==> src/rtl/fsa_pkg.sv <==
package fsa_pkg;
  parameter int MW  = 11;          // significand width incl. leading one
  parameter int EW  = 5;           // exponent width
  localparam int SEW = EW + 1;     // sign/exponent stream width
  localparam int SHW = 2 ** EW;    // widest possible alignment shift

  typedef struct packed {
    logic          sgn;
    logic [EW-1:0] exp;
    logic [MW-1:0] sig;
  } fsa_word_t;

  // right shift by d with nearest-even rounding from guard/sticky
  function automatic logic [MW:0] align_rnd(input logic [MW-1:0] m, input logic [EW-1:0] d);
    logic [MW+SHW-1:0] ext;
    logic [MW-1:0]     kept;
    logic              g, s;
    ext  = {m, {SHW{1'b0}}} >> d;
    kept = ext[MW+SHW-1:SHW];
    g    = ext[SHW-1];
    s    = |ext[SHW-2:0];
    return {1'b0, kept} + (MW+1)'(g & (s | kept[0]));
  endfunction

  function automatic logic [EW-1:0] lead_zeros(input logic [MW-1:0] v);
    logic [EW-1:0] n;
    logic          hit;
    n   = '0;
    hit = 1'b0;
    for (int i = MW - 1; i >= 0; i--) begin
      if (!hit && !v[i]) n = n + 1'b1;
      if (v[i]) hit = 1'b1;
    end
    return n;
  endfunction

  function automatic fsa_word_t normalize(input logic [MW:0] sum, input logic [EW-1:0] e,
                                          input logic sgn);
    fsa_word_t     w;
    logic [EW-1:0] lz;
    logic [MW-1:0] sh;
    lz = lead_zeros(sum[MW-1:0]);
    sh = sum[MW-1:0] << lz;
    if (sum[MW]) begin
      w = '{sgn: sgn, exp: e + 1'b1, sig: sum[MW:1]};
    end else if (sum == '0 || lz >= e) begin
      w = '0;
    end else begin
      w = '{sgn: sgn, exp: e - lz, sig: sh};
    end
    return w;
  endfunction
endpackage

==> src/rtl/fsa_rx.sv <==
module fsa_rx #(
  parameter int W = 11
) (
  input  logic         clk,
  input  logic         rst_n,
  input  logic         shift,
  input  logic         din,
  output logic [W-1:0] q
);
  always_ff @(posedge clk or negedge rst_n) begin
    if (!rst_n)     q <= '0;
    else if (shift) q <= {din, q[W-1:1]};
  end
endmodule

==> src/rtl/fsa_core.sv <==
module fsa_core
  import fsa_pkg::*;
(
  input  logic            clk,
  input  logic            rst_n,
  input  logic            ld,
  input  logic [MW-1:0]   a_sig,
  input  logic [SEW-1:0]  a_se,
  input  logic [MW-1:0]   b_sig,
  input  logic [SEW-1:0]  b_se,
  output logic            res_v,
  output fsa_word_t       res
);
  logic [EW-1:0] ea, eb;
  logic          a_first;
  assign ea = a_se[EW-1:0];
  assign eb = b_se[EW-1:0];
  assign a_first = (ea > eb) || (ea == eb && a_sig >= b_sig);

  // stage A: order and align
  logic          al_v, al_sub, al_sgn;
  logic [EW-1:0] al_exp;
  logic [MW:0]   al_big, al_small;
  always_ff @(posedge clk or negedge rst_n) begin
    if (!rst_n) begin
      al_v <= 1'b0; al_sub <= 1'b0; al_sgn <= 1'b0;
      al_exp <= '0; al_big <= '0; al_small <= '0;
    end else begin
      al_v <= ld;
      if (ld) begin
        al_sub <= a_se[EW] ^ b_se[EW];
        al_sgn <= a_first ? a_se[EW] : b_se[EW];
        al_exp <= a_first ? ea : eb;
        al_big <= {1'b0, a_first ? a_sig : b_sig};
        al_small <= a_first ? align_rnd(b_sig, ea - eb) : align_rnd(a_sig, eb - ea);
      end
    end
  end


  // order_chk
  order_chk: assert property (@(posedge clk) disable iff (!rst_n) al_v |-> al_big >= al_small);

  // stage B: add or subtract
  logic          sb_v, sb_sgn;
  logic [EW-1:0] sb_exp;
  logic [MW:0]   sb_sum;
  always_ff @(posedge clk or negedge rst_n) begin
    if (!rst_n) begin
      sb_v <= 1'b0; sb_sgn <= 1'b0; sb_exp <= '0; sb_sum <= '0;
    end else begin
      sb_v <= al_v;
      if (al_v) begin
        sb_sgn <= al_sgn;
        sb_exp <= al_exp;
        sb_sum <= al_sub ? al_big - al_small : al_big + al_small;
      end
    end
  end

  // stage C: normalize (combinational into the serializer)
  assign res_v = sb_v;
  assign res   = normalize(sb_sum, sb_exp, sb_sgn);


  // norm_lead_chk
  norm_lead_chk: assert property (@(posedge clk) disable iff (!rst_n)
    (res_v && res.sig != '0) |-> res.sig[MW-1]);

  // zero_form_chk
  zero_form_chk: assert property (@(posedge clk) disable iff (!rst_n)
    (res_v && res.sig == '0) |-> (res.exp == '0 && !res.sgn));
endmodule

==> src/rtl/fsa_tx.sv <==
module fsa_tx
  import fsa_pkg::*;
(
  input  logic      clk,
  input  logic      rst_n,
  input  logic      ld,
  input  fsa_word_t w,
  output logic      sig_bit,
  output logic      se_bit,
  output logic      vld
);
  logic [MW-1:0]  sig_sr;
  logic [SEW-1:0] se_sr;
  always_ff @(posedge clk or negedge rst_n) begin
    if (!rst_n) begin
      sig_sr <= '0; se_sr <= '0; vld <= 1'b0;
    end else begin
      vld <= ld;
      if (ld) begin
        sig_sr <= w.sig;
        se_sr  <= {w.sgn, w.exp};
      end else begin
        sig_sr <= {1'b0, sig_sr[MW-1:1]};
        se_sr  <= {1'b0, se_sr[SEW-1:1]};
      end
    end
  end
  assign sig_bit = sig_sr[0];
  assign se_bit  = se_sr[0];


  // one_pulse_chk
  one_pulse_chk: assert property (@(posedge clk) disable iff (!rst_n) vld |=> !vld);
endmodule

==> src/rtl/fsa_serial_add.sv <==
module fsa_serial_add
  import fsa_pkg::*;
(
  input  logic clk,
  input  logic rst_n,
  input  logic in_start,
  input  logic a_sig,
  input  logic a_se,
  input  logic b_sig,
  input  logic b_se,
  output logic out_sig,
  output logic out_se,
  output logic out_valid
);
  localparam int CW  = $clog2(MW + 1);
  localparam int LAT = MW + 3;   // start sample to output-valid, in cycles

  // bit counter for the incoming frame
  logic [CW-1:0] cnt;
  logic          busy, sh_sig, sh_se, rx_done;
  assign busy   = (cnt != '0) && (cnt < CW'(MW));
  assign sh_sig = in_start || busy;
  assign sh_se  = in_start || (busy && cnt < CW'(SEW));

  always_ff @(posedge clk or negedge rst_n) begin
    if (!rst_n) begin
      cnt <= '0; rx_done <= 1'b0;
    end else begin
      rx_done <= (cnt == CW'(MW - 1)) && !in_start;
      if (in_start)  cnt <= CW'(1);
      else if (busy) cnt <= cnt + 1'b1;
    end
  end

  logic [1:0]     sig_in, se_in;
  logic [MW-1:0]  op_sig [2];
  logic [SEW-1:0] op_se  [2];
  assign sig_in = {b_sig, a_sig};
  assign se_in  = {b_se, a_se};

  for (genvar g = 0; g < 2; g++) begin : g_op
    fsa_rx #(.W(MW))  u_sig (.clk(clk), .rst_n(rst_n), .shift(sh_sig), .din(sig_in[g]), .q(op_sig[g]));
    fsa_rx #(.W(SEW)) u_se  (.clk(clk), .rst_n(rst_n), .shift(sh_se),  .din(se_in[g]),  .q(op_se[g]));
  end

  logic      res_v;
  fsa_word_t res;
  fsa_core u_core (
    .clk(clk), .rst_n(rst_n), .ld(rx_done),
    .a_sig(op_sig[0]), .a_se(op_se[0]), .b_sig(op_sig[1]), .b_se(op_se[1]),
    .res_v(res_v), .res(res)
  );

  fsa_tx u_tx (
    .clk(clk), .rst_n(rst_n), .ld(res_v), .w(res),
    .sig_bit(out_sig), .se_bit(out_se), .vld(out_valid)
  );


  // latency_chk
  latency_chk: assert property (@(posedge clk) disable iff (!rst_n)
    out_valid |-> $past(in_start, LAT));
endmodule

==> config.mk <==
export PLATFORM = sky130hd
export DESIGN_NAME = fsa_serial_add
export DESIGN_NICKNAME = d
export VERILOG_FILES = /design/src/rtl/fsa_pkg.sv /design/src/rtl/fsa_rx.sv /design/src/rtl/fsa_core.sv /design/src/rtl/fsa_tx.sv /design/src/rtl/fsa_serial_add.sv
export SDC_FILE = /design/constraint.sdc
export NUM_CORES = 1
export LEC_CHECK = 0
export BUFFER_PORTS_ARGS = -buffer_cell sky130_fd_sc_hd__clkbuf_2
export CORE_ASPECT_RATIO = 0.75
export CORE_MARGIN = 3
export CORE_UTILIZATION = 60
export CTS_CLUSTER_DIAMETER = 100
export DETAILED_ROUTE_END_ITERATION = 8
export PLACE_DENSITY_LB_ADDON = 0.2
export REMOVE_ABC_BUFFERS = 1
export SETUP_SLACK_MARGIN = 0.3
export SLEW_MARGIN = 20
export SYNTH_ARGS = -nofsm -noshare
export SYNTH_HDL_FRONTEND = slang
export SYNTH_SLANG_ARGS = --single-unit
==> constraint.sdc <==
create_clock -name clk -period 9.6 [get_ports clk]
set_clock_uncertainty 0.2 [all_clocks]
set_input_delay 0.48 -clock clk [delete_from_list [all_inputs] [get_ports clk]]
set_output_delay 0.48 -clock clk [all_outputs]
set_load 0.005 [all_outputs]
### Word level (Yosys, flattened, before mapping)

Index checks and enable logic that the tools add are counted.

* $add $sub $neg: 19
* order comparisons: 5
* equal/unequal tests: 2
* shifts and indexed selects: 3
* multiplexer cells: 32
* bitwise gates (word level): 5
* reductions and logical operators: 44

Operators with widths (count)
* right shift 43 x 5 -> 43 bit: 2
* OR reduction 31 bit: 2
* 2-to-1 mux 5 bit: 11
* adder 5 x 1 -> 5 bit (second input constant): 10
* adder 11 x 12 -> 12 bit: 3
* 2-to-1 mux 17 bit: 2
* bitwise AND 1 x 12 -> 12 bit: 2
* 2-to-1 mux 12 bit: 2
* 2-to-1 mux 11 bit: 2
* zero test 1 bit: 21
* subtractor 5 bit: 3
* logical AND 1 bit: 14
* zero test 12 bit: 1
* 2-to-1 mux 1 bit: 12
* subtractor 11 x 12 -> 12 bit: 1
* >= comparator 11 bit: 1
* << shifter 11 x 5 -> 11 bit: 1
* 2-to-1 mux 4 bit: 2
* 2-to-1 mux 6 bit: 1
* equality test 5 bit: 1
* >= comparator 5 bit: 1
* > comparator 5 bit: 1
* adder 4 x 1 -> 4 bit (second input constant): 1
* equality test 4 bit (second input constant): 1
* other kinds (8): 12

* flip-flop bits (word level): 107
* bits of input ports: 7
* output and inout port bits: 3
* logic and storage cells: 129

### Depth between registers and ports, before layout

* word-level depth: 27
* depth in mapped cells: 32
* mapped depth without buffers: 31

### Hierarchy

From an unflattened synthesis, not the netlist that was laid out.

* cells, all modules: 931
* area total of the unflattened synthesis: 9006.1 µm²

By module, submodules not included
* fsa_core: times used 1, cells each 792, area an instance 6620.1 µm², seq. area each 1251.2 µm²
* fsa_rx (g_op[0].u_sig ...): times used 2, cells each 23, area an instance 447.9 µm², seq. area each 275.3 µm²
* fsa_tx: times used 1, cells each 37, area an instance 695.7 µm², seq. area each 450.4 µm²
* fsa_rx (g_op[0].u_se ...): times used 2, cells each 13, area an instance 251.5 µm², seq. area each 150.1 µm²
* fsa_serial_add: times used 1, cells each 30, area an instance 291.5 µm², seq. area each 125.1 µm²

### Worst setup path after synthesis

OpenSTA, ideal clock, no wires.

* path kind: register to register
* start: reg u_core.sb_sum[9]
* end: reg u_tx.sig_sr[2]
* setup time: 92 ps
* data arrival time: 6201 ps
* required time: 9308 ps
* setup slack: 3107 ps
* stages on the path, launching flop included: 32
* path buffers: 2
* period minus slack after synthesis: 6493 ps
* path through: dfrtp_1 buf_6 or4_4 buf_6 and2_2 o21bai_1 ha_1 mux2i_1 o211ai_1 nand2_1 a21oi_1 ha_1 o221ai_1 a31oi_2 ha_1 nand2_1 nand2_1 ha_1 nor2b_1 xnor2_1 nor2_8 xor2_4 inv_4 ha_1 o21ai_0 a21boi_0 o21ai_0 a21oi_1 nand2_1 nor4_1 mux2i_2 o31ai_2

* word-level cells in the longest chain between the ends: 26
* elaborated cells between the ends (all ways): 55
* classes of those cells: add/sub: 9; order compare: 1; shift: 1; mux: 22; reduce/logical: 22

RTL lines
* from (decl): line fsa_core.sv:47 `logic [MW:0] sb_sum;`
* from (signal assigned): line fsa_core.sv:56 `sb_sum <= al_sub ? al_big - al_small : al_big + al_small;`
* zero test 1 bit: line fsa_pkg.sv:31 `if (!hit && !v[i]) n = n + 1'b1;`
* logical AND 1 bit: line fsa_pkg.sv:31
* 2-to-1 mux 5 bit: line fsa_pkg.sv:31
* adder 5 x 1 -> 5 bit: line fsa_pkg.sv:31
* 2-to-1 mux 5 bit: line fsa_pkg.sv:31
* adder 5 x 1 -> 5 bit: line fsa_pkg.sv:31
* 2-to-1 mux 5 bit: line fsa_pkg.sv:31
* adder 5 x 1 -> 5 bit: line fsa_pkg.sv:31
* [... 10 more ...]
* 2-to-1 mux 5 bit: line fsa_pkg.sv:31
* adder 5 x 1 -> 5 bit: line fsa_pkg.sv:31
* 2-to-1 mux 5 bit: line fsa_pkg.sv:31
* >= comparator 5 bit: line fsa_pkg.sv:46 `end else if (sum == '0 || lz >= e) begin`
* logical OR 1 bit: line fsa_pkg.sv:46
* 2-to-1 mux 17 bit (*): line fsa_pkg.sv:46
* 2-to-1 mux 17 bit (*): line fsa_pkg.sv:44 `if (sum[MW]) begin`
* 2-to-1 mux 11 bit (*): line fsa_tx.sv:19 `if (ld) begin`
* to (signal assigned): line fsa_tx.sv:20 `sig_sr <= w.sig;`
* to (signal assigned): line fsa_tx.sv:23 `sig_sr <= {1'b0, sig_sr[MW-1:1]};`
* to (decl): line fsa_tx.sv:12 `logic [MW-1:0] sig_sr;`

Every way passes the cells marked *; elsewhere a longest branch is shown, timed or not.
A chain may end at the register's enable or synchronous reset.

### Worst setup path in the final report

Ends and elaborated chain as after synthesis.

==> summary.md <==
| Metric | Value |
|---|---|
| Die Area | 0.0157 sq mm |
| # IOs | 10 |
| Vias | 6847 |
| HPWL Detailed | 14500 um |
| Reg clk slew, reported paths | 0.08 ns |
| Outcome | complete, no violations |
| Seq/Total Area, Yosys | 0.314 |
| Worst-path fanout max | 10 |
| Worst Setup Path Type | flop to flop |
| Slew @ Worst Pin | 1.01 ns |
| CP most frequent cell | ha_1 |
| Largest net degree at the start of global routing | 71 |
| CTS Buf Count | 9 |
| CTS tree | built |
| # DRC | 0 |
| # hold bufs at CTS | 1 |
| GP Congestion | 0.967 |
| Final period util | 0.752 |
| Top cells by area, synth | dfrtp_1 31%, ha_1 7.3%, mux2i_1 6.1% |
| WL per Instance | 17.7 um |
| CTS Buffer Depth | 2 |
| Area leader, netlist | dfrtp_1 |
| CP max stage delay | 0.61 ns |
| Unrepaired setup endpoints after global routing | false |
| Commonest non-fill, non-tap cell in the layout | dfrtp_1 |
| Asr flop ratio synth | 1.00 |
| Hold/Removal Path Class | input pin to flop |
| Most frequent cells in the layout | 106 x dfrtp_1, 97 x nand2_1, 89 x nor2_1 |
| Syn_area_per_cell | 8.95 sq um |
| Worst hold margin | 0.141 ns |
| WP data required | 9.68 ns |
| TNS Setup | 0 ns |
| Worst Setup Start Kind | flop |
| ANT cells | 0 |
| Crit-path slowest cell | or4_4 |
| Share of cells above drive strength 1 | 0.121 |
| Worst skew pair latency | 0.36 ns |
| Fmax | 138 MHz |
| Total congestion overflow | 0 |
| GRT Util Overall | 0.260 |
| Slew margin rel. | 0.328 |
| Slew Limit Fails | 0 |
| Clk root buf | clkbuf_16 |
| DR iter-0 viols | 681 |
| Final min period | 7.22 ns |
| Pre-antenna DRT Iters | 6 |
| # Post-CTS Setup Buffers | 0 |
| Vias in the first global route | 6227 |
| Critical Path AT | 7.30 ns |
| Synth warn | 0 |
| Final layout net count | 996 |
| Cell count after synthesis | 954 |
| First-pass GRT wire length | 32500 um |
| Cell Area, Synth | 0.00854 sq mm |
| Die W | 144 um |
| Routed Antenna Nets | 0 |
| Final Non-Filler Cells | 1115 |
| Port buffer count | 9 |
| Final hold violation count | 0 |
| Total core area | 0.0138 sq mm |
| Num Clock Sinks | 107 |
| Synth Register Bits | 107 |
| CTS resizes | 0 |
| Worst setup EP type | flop |
| H-tree levels | 3 |
| Die Ht | 109 um |
| EDFF count, synth | 0 |
| Starting density of the core | 0.617 |
| Synth top area share | 0.314 |
| Main synth FF type | dfrtp_1 |
| FP Rows | 37 |
| Vias per cell | 6.14 |
| Routed WL | 19700 um |
| Final setup fails | 0 |
| Cells after DPL | 1098 |
| Synth cell types | 79 |
| Initial antenna violation count | 0 |
| Max Cap Viol | 0 |
| Layout overhead on the synthesized area | 5.02% |
area by class of cell:
cell class	instances	area (sq um)
clock inverters	7	108
repair buffers	16	103
multi-input cells	749	5440
clock buffers	9	225
inverters	52	198
fillers	1139	4870
flip-flops and latches	107	2680
well taps	175	219
cell usage after synthesis, types with 8 or more instances:
library cell  number
or3_1              8
mux4_2            15
ha_1              50
mux2_2            40
nand3_1           18
clkbuf_1          28
nor2_1            89
a21oi_1           73
nor3_1            19
nor4_1            13
nand2b_1          11
dfrtp_1          107
inv_1             50
nand2_1           97
mux2i_1           52
xor2_1            13
nor2b_1           14
o21ai_0           60
a31oi_1           10
xnor2_1           42
metrics by stage:
stage / cell area [sq um] / util / worst slack [ns]
after floorplan: 8290 / - / 3.18
after global placement: 8630 / 0.623 / 2.69
after detailed placement: 8630 / 0.623 / 2.47
after CTS: 8970 / 0.648 / 2.43
after global routing: 8970 / 0.648 / 1.83
final: 8970 / 0.648 / 2.38
state kept, by name, indices dropped and copies added (netlist names):
signal and flops:
cnt 4, g_op.u_se.q 12, g_op.u_sig.q 22, rx_done 1, u_core.al_big 11, u_core.al_exp 5
u_core.al_sgn 1, u_core.al_small 12, u_core.al_sub 1, u_core.al_v 1, u_core.res_v 1, u_core.sb_exp 5
u_core.sb_sgn 1, u_core.sb_sum 12, u_tx.se_sr 6, u_tx.sig_sr 11, u_tx.vld 1
routing by layer:
layer	wire (um)	share of wire	track usage
met3	1280	0.065	0.0600
met5	0	0	0
met2	7850	0.40	0.350
met1	10400	0.53	0.423
met4	141	0.0072	0.0464
path summary, 6_finish.rpt:
check                      slack, ns                               to  depth (start not counted)                         start
setup / recovery                2.38         u_tx.sig_sr[2]$_DFF_PN0_                         29  u_core.sb_sum[9]$_DFFE_PN0P_
hold / removal                  0.14  g_op[0].u_sig.q[10]$_DFFE_PN0P_                          2                         a_sig
setup reg to reg                2.38         u_tx.sig_sr[2]$_DFF_PN0_                         29  u_core.sb_sum[9]$_DFFE_PN0P_
hold reg to reg                 0.27         u_tx.sig_sr[1]$_DFF_PN0_                          2      u_tx.sig_sr[2]$_DFF_PN0_
max in group asynchronous       7.52                rx_done$_DFF_PN0_                          3                         rst_n
min in group asynchronous       0.41               cnt[2]$_DFFE_PN0P_                          2                         rst_n
critical path: cells and delay by family, from the launching register on:
kind	cells	cell delay, ns
compound gates	10	2.12
buf+inv	1	0.10
fa+ha+maj	5	1.45
flops	1	0.46
mux	2	0.41
simple gates	9	1.70
xor+xnor	2	0.71
cell families (layout without fill, tap and decap cells):
family          count (synthesis)  after routing  synth area share
simple gates                  318            318             0.183
compound gates                210            210             0.149
mux                           109            109             0.157
flops                         107            107             0.314
buf+inv                        98             84            0.0520
xor+xnor                       57             57            0.0615
fa+ha+maj                      55             55            0.0838
Power is not shown: default switching activity piles up to over one toggle a cycle in this logic, so the estimate is an artifact.
